[config.mk]
export PLATFORM = sky130hd
export DESIGN_NAME = sdram_seq
export DESIGN_NICKNAME = d
export VERILOG_FILES = /design/src/rtl/sdram_seq_pkg.sv /design/src/rtl/sdram_refresh_timer.sv /design/src/rtl/sdram_data_window.sv /design/src/rtl/sdram_seq.sv
export SDC_FILE = /design/constraint.sdc
export NUM_CORES = 1
export LEC_CHECK = 0
export ABC_AREA = 1
export BUFFER_PORTS_ARGS = -buffer_cell sky130_fd_sc_hd__buf_2
export CAP_MARGIN = 25
export CORE_MARGIN = 5
export CORE_UTILIZATION = 58
export CTS_CLUSTER_DIAMETER = 100
export CTS_CLUSTER_SIZE = 12
export DETAILED_ROUTE_END_ITERATION = 10
export PLACE_DENSITY = 0.84
export SYNTH_ARGS = -nofsm -noshare
export SYNTH_HDL_FRONTEND = slang
export SYNTH_SLANG_ARGS = --single-unit
[constraint.sdc]
create_clock -name clk -period 2.5 [get_ports clk]
set_clock_uncertainty 0.15 [all_clocks]
set_input_delay 0.5 -clock clk [delete_from_list [all_inputs] [get_ports clk]]
set_output_delay 0.5 -clock clk [all_outputs]
set_load 0.1 [all_outputs]
[src/rtl/sdram_seq_pkg.sv]
package sdram_seq_pkg;

    parameter int ROW_W  = 12;
    parameter int COL_W  = 9;
    parameter int BANK_W = 2;
    parameter int AP_BIT = 10;

    // clock counts for a 10 ns period
    parameter int T_RCD = 2;
    parameter int T_RP  = 2;
    parameter int T_RAS = 5;
    parameter int T_RC  = 7;
    parameter int T_RFC = 7;
    parameter int T_MRD = 2;

    typedef enum logic [3:0] {
        CMD_MRS   = 4'b0000,
        CMD_REF   = 4'b0001,
        CMD_PRE   = 4'b0010,
        CMD_ACT   = 4'b0011,
        CMD_WR    = 4'b0100,
        CMD_RD    = 4'b0101,
        CMD_NOP   = 4'b0111,
        CMD_DESEL = 4'b1111
    } cmd_e;

    typedef enum logic [2:0] {
        ST_PREALL,
        ST_LOADMODE,
        ST_IDLE,
        ST_COLUMN,
        ST_HOLD
    } state_e;

    typedef struct packed {
        logic              write;
        logic [BANK_W-1:0] bank;
        logic [ROW_W-1:0]  row;
        logic [COL_W-1:0]  col;
    } req_t;

    function automatic int max2(input int a, input int b);
        return (a > b) ? a : b;
    endfunction

    function automatic logic [ROW_W-1:0] mode_word(input int bl, input int cl);
        logic [ROW_W-1:0] w;
        w      = '0;
        w[2:0] = 3'($clog2(bl));
        w[6:4] = 3'(cl);
        return w;
    endfunction

    function automatic logic [ROW_W-1:0] col_word(input logic [COL_W-1:0] c);
        logic [ROW_W-1:0] w;
        w              = '0;
        w[COL_W-1:0]   = c;
        w[AP_BIT]      = 1'b1;
        return w;
    endfunction

endpackage

[src/rtl/sdram_refresh_timer.sv]
module sdram_refresh_timer #(
    parameter int INTERVAL = 1562
) (
    input  logic clk,
    input  logic rst,
    input  logic ack,
    output logic pend
);
    localparam int CW = $clog2(INTERVAL);

    logic [CW-1:0] cnt;
    logic          expire;

    assign expire = (cnt == '0);

    always_ff @(posedge clk) begin
        if (rst) begin
            cnt  <= CW'(INTERVAL - 1);
            pend <= 1'b0;
        end else begin
            cnt  <= expire ? CW'(INTERVAL - 1) : cnt - 1'b1;
            pend <= (pend & ~ack) | expire;
        end
    end


    ref_no_overflow_chk: assert property (@(posedge clk) disable iff (rst)
        expire |-> !pend);

endmodule

[src/rtl/sdram_data_window.sv]
module sdram_data_window #(
    parameter int BURST_LEN = 4,
    parameter int CAS_LAT   = 3,
    parameter int DQM_W     = 8
) (
    input  logic             clk,
    input  logic             rst,
    input  logic             start,
    input  logic             start_wr,
    output logic             wr_beat,
    output logic             rd_valid,
    output logic [DQM_W-1:0] dqm
);
    localparam int SPAN = CAS_LAT + BURST_LEN;
    localparam int CW   = $clog2(SPAN + 1);

    logic [CW-1:0] cnt;
    logic          live;
    logic          is_wr;
    logic          drv_en;
    int            k;

    always_ff @(posedge clk) begin
        if (rst) begin
            cnt   <= '0;
            live  <= 1'b0;
            is_wr <= 1'b0;
        end else if (start) begin
            cnt   <= '0;
            live  <= 1'b1;
            is_wr <= start_wr;
        end else if (live) begin
            if (cnt == CW'(SPAN - 1)) live <= 1'b0;
            else                      cnt  <= cnt + 1'b1;
        end
    end

    always_comb begin
        k        = int'(cnt);
        wr_beat  = live && is_wr && (k < BURST_LEN);
        rd_valid = live && !is_wr && (k >= CAS_LAT) && (k < SPAN);
        drv_en   = wr_beat || (live && !is_wr && (k >= CAS_LAT - 2) && (k < SPAN - 2));
        dqm      = {DQM_W{~drv_en}};
    end


    rd_dqm_lead_chk: assert property (@(posedge clk) disable iff (rst)
        rd_valid |-> ($past(dqm, 2) == '0));

endmodule

[src/rtl/sdram_seq.sv]
module sdram_seq
    import sdram_seq_pkg::*;
#(
    parameter int BURST_LEN    = 4,
    parameter int CAS_LAT      = 3,
    parameter int REF_INTERVAL = 1562,
    parameter int DQM_W        = 8
) (
    input  logic              clk,
    input  logic              rst,
    input  logic              req_valid,
    output logic              req_ready,
    input  logic              req_write,
    input  logic [BANK_W-1:0] req_bank,
    input  logic [ROW_W-1:0]  req_row,
    input  logic [COL_W-1:0]  req_col,
    output logic              wr_beat,
    output logic              rd_valid,
    output logic              sd_cke,
    output logic              sd_cs_n,
    output logic              sd_ras_n,
    output logic              sd_cas_n,
    output logic              sd_we_n,
    output logic [BANK_W-1:0] sd_ba,
    output logic [ROW_W-1:0]  sd_addr,
    output logic [DQM_W-1:0]  sd_dqm
);
    localparam int GAP_WR = max2(T_RC - T_RCD, max2(T_RAS - T_RCD, BURST_LEN) + T_RP);
    localparam int GAP_RD = max2(GAP_WR, CAS_LAT + BURST_LEN);
    localparam int WCW    = $clog2(GAP_RD + T_RFC + 1);
    localparam logic [ROW_W-1:0] MODE = mode_word(BURST_LEN, CAS_LAT);

    state_e            state, after;
    logic [WCW-1:0]    wcnt;
    cmd_e              cmd_q;
    logic [BANK_W-1:0] ba_q;
    logic [ROW_W-1:0]  addr_q;
    logic              cke_q;
    req_t              held;
    logic              ref_pend;
    logic              ref_ack;

    assign ref_ack   = (state == ST_IDLE) && ref_pend;
    assign req_ready = (state == ST_IDLE) && !ref_pend;

    sdram_refresh_timer #(.INTERVAL(REF_INTERVAL)) u_refresh (
        .clk  (clk),
        .rst  (rst),
        .ack  (ref_ack),
        .pend (ref_pend)
    );

    sdram_data_window #(.BURST_LEN(BURST_LEN), .CAS_LAT(CAS_LAT), .DQM_W(DQM_W)) u_window (
        .clk      (clk),
        .rst      (rst),
        .start    (state == ST_COLUMN),
        .start_wr (held.write),
        .wr_beat  (wr_beat),
        .rd_valid (rd_valid),
        .dqm      (sd_dqm)
    );

    always_ff @(posedge clk) begin
        if (rst) begin
            state  <= ST_PREALL;
            after  <= ST_IDLE;
            wcnt   <= '0;
            cmd_q  <= CMD_DESEL;
            ba_q   <= '0;
            addr_q <= '0;
            cke_q  <= 1'b0;
            held   <= '0;
        end else begin
            cke_q <= 1'b1;
            cmd_q <= CMD_NOP;
            unique case (state)
                ST_PREALL: if (cke_q) begin
                    cmd_q          <= CMD_PRE;
                    addr_q         <= '0;
                    addr_q[AP_BIT] <= 1'b1;
                    wcnt           <= WCW'(T_RP - 2);
                    after          <= ST_LOADMODE;
                    state          <= ST_HOLD;
                end
                ST_LOADMODE: begin
                    cmd_q  <= CMD_MRS;
                    ba_q   <= '0;
                    addr_q <= MODE;
                    wcnt   <= WCW'(T_MRD - 2);
                    after  <= ST_IDLE;
                    state  <= ST_HOLD;
                end
                ST_IDLE: begin
                    if (ref_pend) begin
                        cmd_q <= CMD_REF;
                        wcnt  <= WCW'(T_RFC - 2);
                        after <= ST_IDLE;
                        state <= ST_HOLD;
                    end else if (req_valid) begin
                        cmd_q  <= CMD_ACT;
                        ba_q   <= req_bank;
                        addr_q <= req_row;
                        held   <= '{write: req_write, bank: req_bank, row: req_row, col: req_col};
                        wcnt   <= WCW'(T_RCD - 2);
                        after  <= ST_COLUMN;
                        state  <= ST_HOLD;
                    end
                end
                ST_COLUMN: begin
                    cmd_q  <= held.write ? CMD_WR : CMD_RD;
                    ba_q   <= held.bank;
                    addr_q <= col_word(held.col);
                    wcnt   <= held.write ? WCW'(GAP_WR - 2) : WCW'(GAP_RD - 2);
                    after  <= ST_IDLE;
                    state  <= ST_HOLD;
                end
                ST_HOLD: begin
                    if (wcnt == '0) state <= after;
                    else            wcnt  <= wcnt - 1'b1;
                end
                default: state <= ST_IDLE;
            endcase
        end
    end

    assign {sd_cs_n, sd_ras_n, sd_cas_n, sd_we_n} = cmd_q;
    assign sd_cke  = cke_q;
    assign sd_ba   = ba_q;
    assign sd_addr = addr_q;

    // activate-to-activate distance, observed on the command outputs
    localparam int SAW = $clog2(T_RC + 1);
    logic [SAW-1:0] since_act;
    logic           seen_act;

    always_ff @(posedge clk) begin
        if (rst) begin
            since_act <= '0;
            seen_act  <= 1'b0;
        end else if (cmd_q == CMD_ACT) begin
            since_act <= SAW'(1);
            seen_act  <= 1'b1;
        end else if (int'(since_act) < T_RC) begin
            since_act <= since_act + 1'b1;
        end
    end


    act_spacing_chk: assert property (@(posedge clk) disable iff (rst)
        (cmd_q == CMD_ACT && seen_act) |-> (int'(since_act) >= T_RC));


    act_to_col_chk: assert property (@(posedge clk) disable iff (rst)
        (cmd_q == CMD_RD || cmd_q == CMD_WR) |-> ($past(cmd_q, T_RCD) == CMD_ACT));


    col_autopre_chk: assert property (@(posedge clk) disable iff (rst)
        (cmd_q == CMD_RD || cmd_q == CMD_WR) |-> sd_addr[AP_BIT]);


    mrs_quiet_chk: assert property (@(posedge clk) disable iff (rst)
        (cmd_q == CMD_MRS) |=> (cmd_q == CMD_NOP));

endmodule

==> flow_summary.html <==
<table>
<tr><th>Metric</th><th>Value</th></tr>
<tr><th colspan="2">Outcome</th></tr>
<tr><td>Result of the run</td><td>complete, no violations</td></tr>
<tr><th colspan="2">Placed design</th></tr>
<tr><td>Worst setup slack before clock tree synthesis</td><td>~320 ps</td></tr>
<tr><td>Dpl cell area</td><td>a little over 3000 um^2</td></tr>
<tr><td>Final weighted congestion in routability-driven placement</td><td>0.780</td></tr>
<tr><td>HPWL after detailed placement</td><td>just over 4000 um</td></tr>
<tr><td>Count of buffers inserted at the top-level ports</td><td>56</td></tr>
<tr><th colspan="2">Floorplanning</th></tr>
<tr><td>Area enclosed by the die boundary</td><td>between 6000 and 7000 um^2</td></tr>
<tr><td>Die width</td><td>about 79 um</td></tr>
<tr><td>Top-level I/O count</td><td>between 50 and 60</td></tr>
<tr><td>Initial Util</td><td>0.588</td></tr>
<tr><td>Die extent in y</td><td>78.7 um</td></tr>
<tr><td>Std-Cell Rows</td><td>25</td></tr>
<tr><td>Floorplan core area</td><td>between 4000 and 5000 um^2</td></tr>
<tr><th colspan="2">Logic synthesis</th></tr>
<tr><td>Area of the mapped netlist</td><td>around 2700 um^2</td></tr>
<tr><td>Part of the Yosys area used for sequential elements</td><td>0.417</td></tr>
<tr><td>Number of nets produced by synthesis</td><td>around 400</td></tr>
<tr><td>Total of flip-flops plus latches after synthesis</td><td>57</td></tr>
<tr><td>Synthesized netlist cell count</td><td>370</td></tr>
<tr><td>Yosys warning total</td><td>0</td></tr>
<tr><td>Distinct cells, synth</td><td>33</td></tr>
<tr><td>Average size of a mapped cell</td><td>between 7 and 8 um^2</td></tr>
<tr><th colspan="2">Route</th></tr>
<tr><td>TritonRoute pass-1 iters</td><td>4</td></tr>
<tr><td>Total routed wirelength</td><td>about 5700 um</td></tr>
<tr><td>Number of remaining DRC errors</td><td>0</td></tr>
<tr><td>Remaining antenna violation count</td><td>0</td></tr>
<tr><td>Drt wl/cell</td><td>approximately 12 um</td></tr>
<tr><td>Vias after detailed routing</td><td>about 2400</td></tr>
<tr><td>Initial DRC Count</td><td>111</td></tr>
<tr><td>Mean number of vias per cell</td><td>~5.1</td></tr>
<tr><th colspan="2">Clock tree</th></tr>
<tr><td>Number of buffers on the longest clock path</td><td>2</td></tr>
<tr><td>Library cell used as clock root buffer</td><td>sky130_fd_sc_hd__clkbuf_8</td></tr>
<tr><td>Sinks on the clock net</td><td>57</td></tr>
<tr><td>Clock insertion delay at the later pin of the skew report</td><td>330 ps</td></tr>
<tr><td>Clock tree from TritonCTS</td><td>built</td></tr>
<tr><td>Clock transition at the registers of the reported paths</td><td>roughly 60 ps</td></tr>
<tr><td>H-Tree Depth</td><td>3</td></tr>
<tr><td>CTS buffer count</td><td>9</td></tr>
<tr><td>Cts hold-fix bufs</td><td>0</td></tr>
<tr><th colspan="2">Cells and area</th></tr>
<tr><td>Multi-input gate area in the final layout</td><td>around 1400 um^2</td></tr>
<tr><td>Filler cells</td><td>~360</td></tr>
<tr><td>Number of nets at the end of the flow</td><td>about 460</td></tr>
<tr><td>Area used by sequential logic in the layout</td><td>1140 um^2</td></tr>
<tr><td>Layout Utilization</td><td>0.705</td></tr>
<tr><td>Antenna diode instance count</td><td>0</td></tr>
<tr><td>Share of cells above drive strength 1</td><td>0.278</td></tr>
<tr><td>Cell area after layout</td><td>~3300 um^2</td></tr>
<tr><td>Area growth syn-to-layout</td><td>19.9%</td></tr>
<tr><th colspan="2">STA</th></tr>
<tr><td>Max-slew violation count</td><td>0</td></tr>
<tr><td>Worst slew slack as a fraction of its limit</td><td>0.663</td></tr>
<tr><td>Tightest Pin Transition</td><td>505 ps</td></tr>
<tr><td>Slack of the critical path</td><td>110 ps</td></tr>
<tr><td>Fin. Hold Viols</td><td>0</td></tr>
<tr><td>Final critical-path required period</td><td>2390 ps</td></tr>
<tr><td>Number of endpoints failing setup at the final stage</td><td>0</td></tr>
<tr><td>Upper clock frequency limit</td><td>about 420 MHz</td></tr>
<tr><td>Final period util</td><td>0.956</td></tr>
<tr><td>RSZ-0062 raised after global routing</td><td>no</td></tr>
<tr><th colspan="2">Power</th></tr>
<tr><td>Static Leak</td><td>around 1.5 nW</td></tr>
<tr><td>Final total power</td><td>2.22 mW</td></tr>
<tr><td>Worst-case vdd ir drop</td><td>roughly 0.48 mV</td></tr>
<tr><td>Power density relative to cell area</td><td>just under 700 nW/um^2</td></tr>
<tr><th colspan="2">Critical path</th></tr>
<tr><td>Crit-path max FO</td><td>6</td></tr>
<tr><td>Capturing element type of the critical path</td><td>primary output</td></tr>
<tr><td>Startpoint kind of the worst setup timing path</td><td>flop</td></tr>
<tr><td>Worst endpoint data arrival time</td><td>around 1700 ps</td></tr>
<tr><td>Data required time at the worst endpoint</td><td>roughly 1900 ps</td></tr>
<tr><td>Critical path's slowest cell</td><td>sky130_fd_sc_hd__dfxtp_1</td></tr>
<tr><td>Worst Path Class, Setup</td><td>reg -&gt; out</td></tr>
<tr><td>Ordered list of cells on the worst path</td><td>ha_1 -&gt; ha_1 -&gt; nor2_1 -&gt; a21oi_2 -&gt; buf_2</td></tr>
<tr><td>Most Frequent Cell on Critical Path</td><td>sky130_fd_sc_hd__ha_1</td></tr>
<tr><td>Largest stage delay on the critical path</td><td>between 400 and 500 ps</td></tr>
<tr><th colspan="2">Global routing</th></tr>
<tr><td>Global-route congestion overflow total</td><td>0</td></tr>
<tr><td>First-pass GRT wire length</td><td>a little under 10000 um</td></tr>
<tr><td>Initial antenna violation count</td><td>0</td></tr>
<tr><td>Largest net degree at the start of global routing</td><td>18</td></tr>
<tr><td>Global-route usage over all layers</td><td>0.197</td></tr>
<tr><td>Vias in the first global route</td><td>2300</td></tr>
<tr><th colspan="2">Run</th></tr>
<tr><td>Max Cap Viol</td><td>0</td></tr>
<tr><th colspan="2">Worst hold path</th></tr>
<tr><td>Worst Hold Class</td><td>reg -&gt; reg</td></tr>
</table>
-- per-stage QoR --
step | cells | TNS (ps) | hold WS [ps]
finish | 478 | 0 | 239
global route | 478 | 0 | 257
CTS | 478 | 0 | 241
detailed placement | 465 | 0 | 227
global placement | 465 | 0 | 229
floorplan | 370 | -2700 | 216
-- layer usage --
layer / wire length, um / up-vias / track usage
li1: - / 1268 / -
met1: 2600 / 1092 / 0.232
met2: 2610 / 70 / 0.331
met3: 358 / 14 / 0.0556
met4: 106 / 0 / 0.0892
met5: 0 / - / 0
-- power by group --
part	switching (mW)	leakage, nW	internal [mW]	total (mW)
registers	0.0436	0.466	0.970	1.01
logic	0.388	0.945	0.136	0.524
clock network	0.319	0.0782	0.368	0.687
total	0.750	1.49	1.47	2.22
-- worst paths after layout --
kind / startpoint / to / slack [ps] / cells past startpoint
worst max-delay path: u_window.cnt[0] / rd_valid / 110 / 5
worst min-delay path: u_refresh.cnt[0] / u_refresh.cnt[0] / 240 / 1
worst max register to register: state[2] / held[22] / 600 / 7
worst min register to register: u_refresh.cnt[0] / u_refresh.cnt[0] / 240 / 1
-- timing repair --
| item | CTS | global route |
|---|---|---|
| buffers inserted | 0 | 0 |
| endpoints found under the setup margin | 8 | 8 |
| gates cloned | 0 | 0 |
| resized for setup | 1 | 5 |
-- placed cells by master (no fill, tap or decap), drive strengths merged --
| master | count |
|---|---|
| buf | 58 |
| o211ai | 1 |
| nand4 | 5 |
| o21ai | 25 |
| a31o | 1 |
| dfxtp | 57 |
| ha | 7 |
| or2 | 2 |
| inv | 31 |
| nor4 | 1 |
| nor2 | 68 |
| clkinv | 1 |
| clkbuf | 12 |
| a21oi | 27 |
| a211oi | 3 |
| nand3 | 15 |
| xnor2 | 2 |
| nand2 | 106 |
| nor3 | 2 |
-- critical path, delay by kind of cell, from the launching register on --
kind	cells	cell delay [ps]
AOI/OAI and AO/OA	1	140
adders and majority gates	2	350
buffers and inverters	1	430
DFF	1	430
and+or+nand+nor	1	50
-- area by class of cell --
class / count / share of cell area
inverters: 31 / 0.0362
well taps: 54 / 0.0206
clock buffers: 12 / 0.0442
repair buffers: 58 / 0.133
clock inverters: 1 / 0.00152
multi-input cells: 265 / 0.416
flip-flops and latches: 57 / 0.349
-- Yosys cell counts, drive strengths merged --
cell type | count | area share
clkbuf | 3 | 0.0041
buf | 14 | 0.043
nand4 | 5 | 0.011
dfxtp | 57 | 0.42
nand2 | 106 | 0.17
inv | 31 | 0.043
nand3 | 15 | 0.029
a31o | 1 | 0.0032
nor3 | 2 | 0.0037
a21oi | 27 | 0.064
nor4 | 1 | 0.0023
o21ai | 25 | 0.047
xnor2 | 2 | 0.0064
ha | 7 | 0.032
o211ai | 1 | 0.0027
nor2 | 68 | 0.11
or2 | 2 | 0.0046
a211oi | 3 | 0.0082
-- flip-flops by register name, indices dropped and copies added, names as in the netlist, 2 cells and up --
signal / count
after: 2
state: 3
u_window.cnt: 3
sd_ba: 2
held: 12
wcnt: 4
u_refresh.cnt: 11
sd_addr: 12
cmd_q: 4
-- cell families after synthesis --
kind of cell               after synthesis  share of synthesized area
buffers and inverters                   48                     0.0904
and+or+nand+nor                        199                      0.329
DFF                                     57                      0.417
AOI/OAI and AO/OA                       57                      0.126
adders and majority gates                7                     0.0320
xor gates and xnor gates                 2                    0.00640
Note: power is estimated with default switching activity, not from simulation.
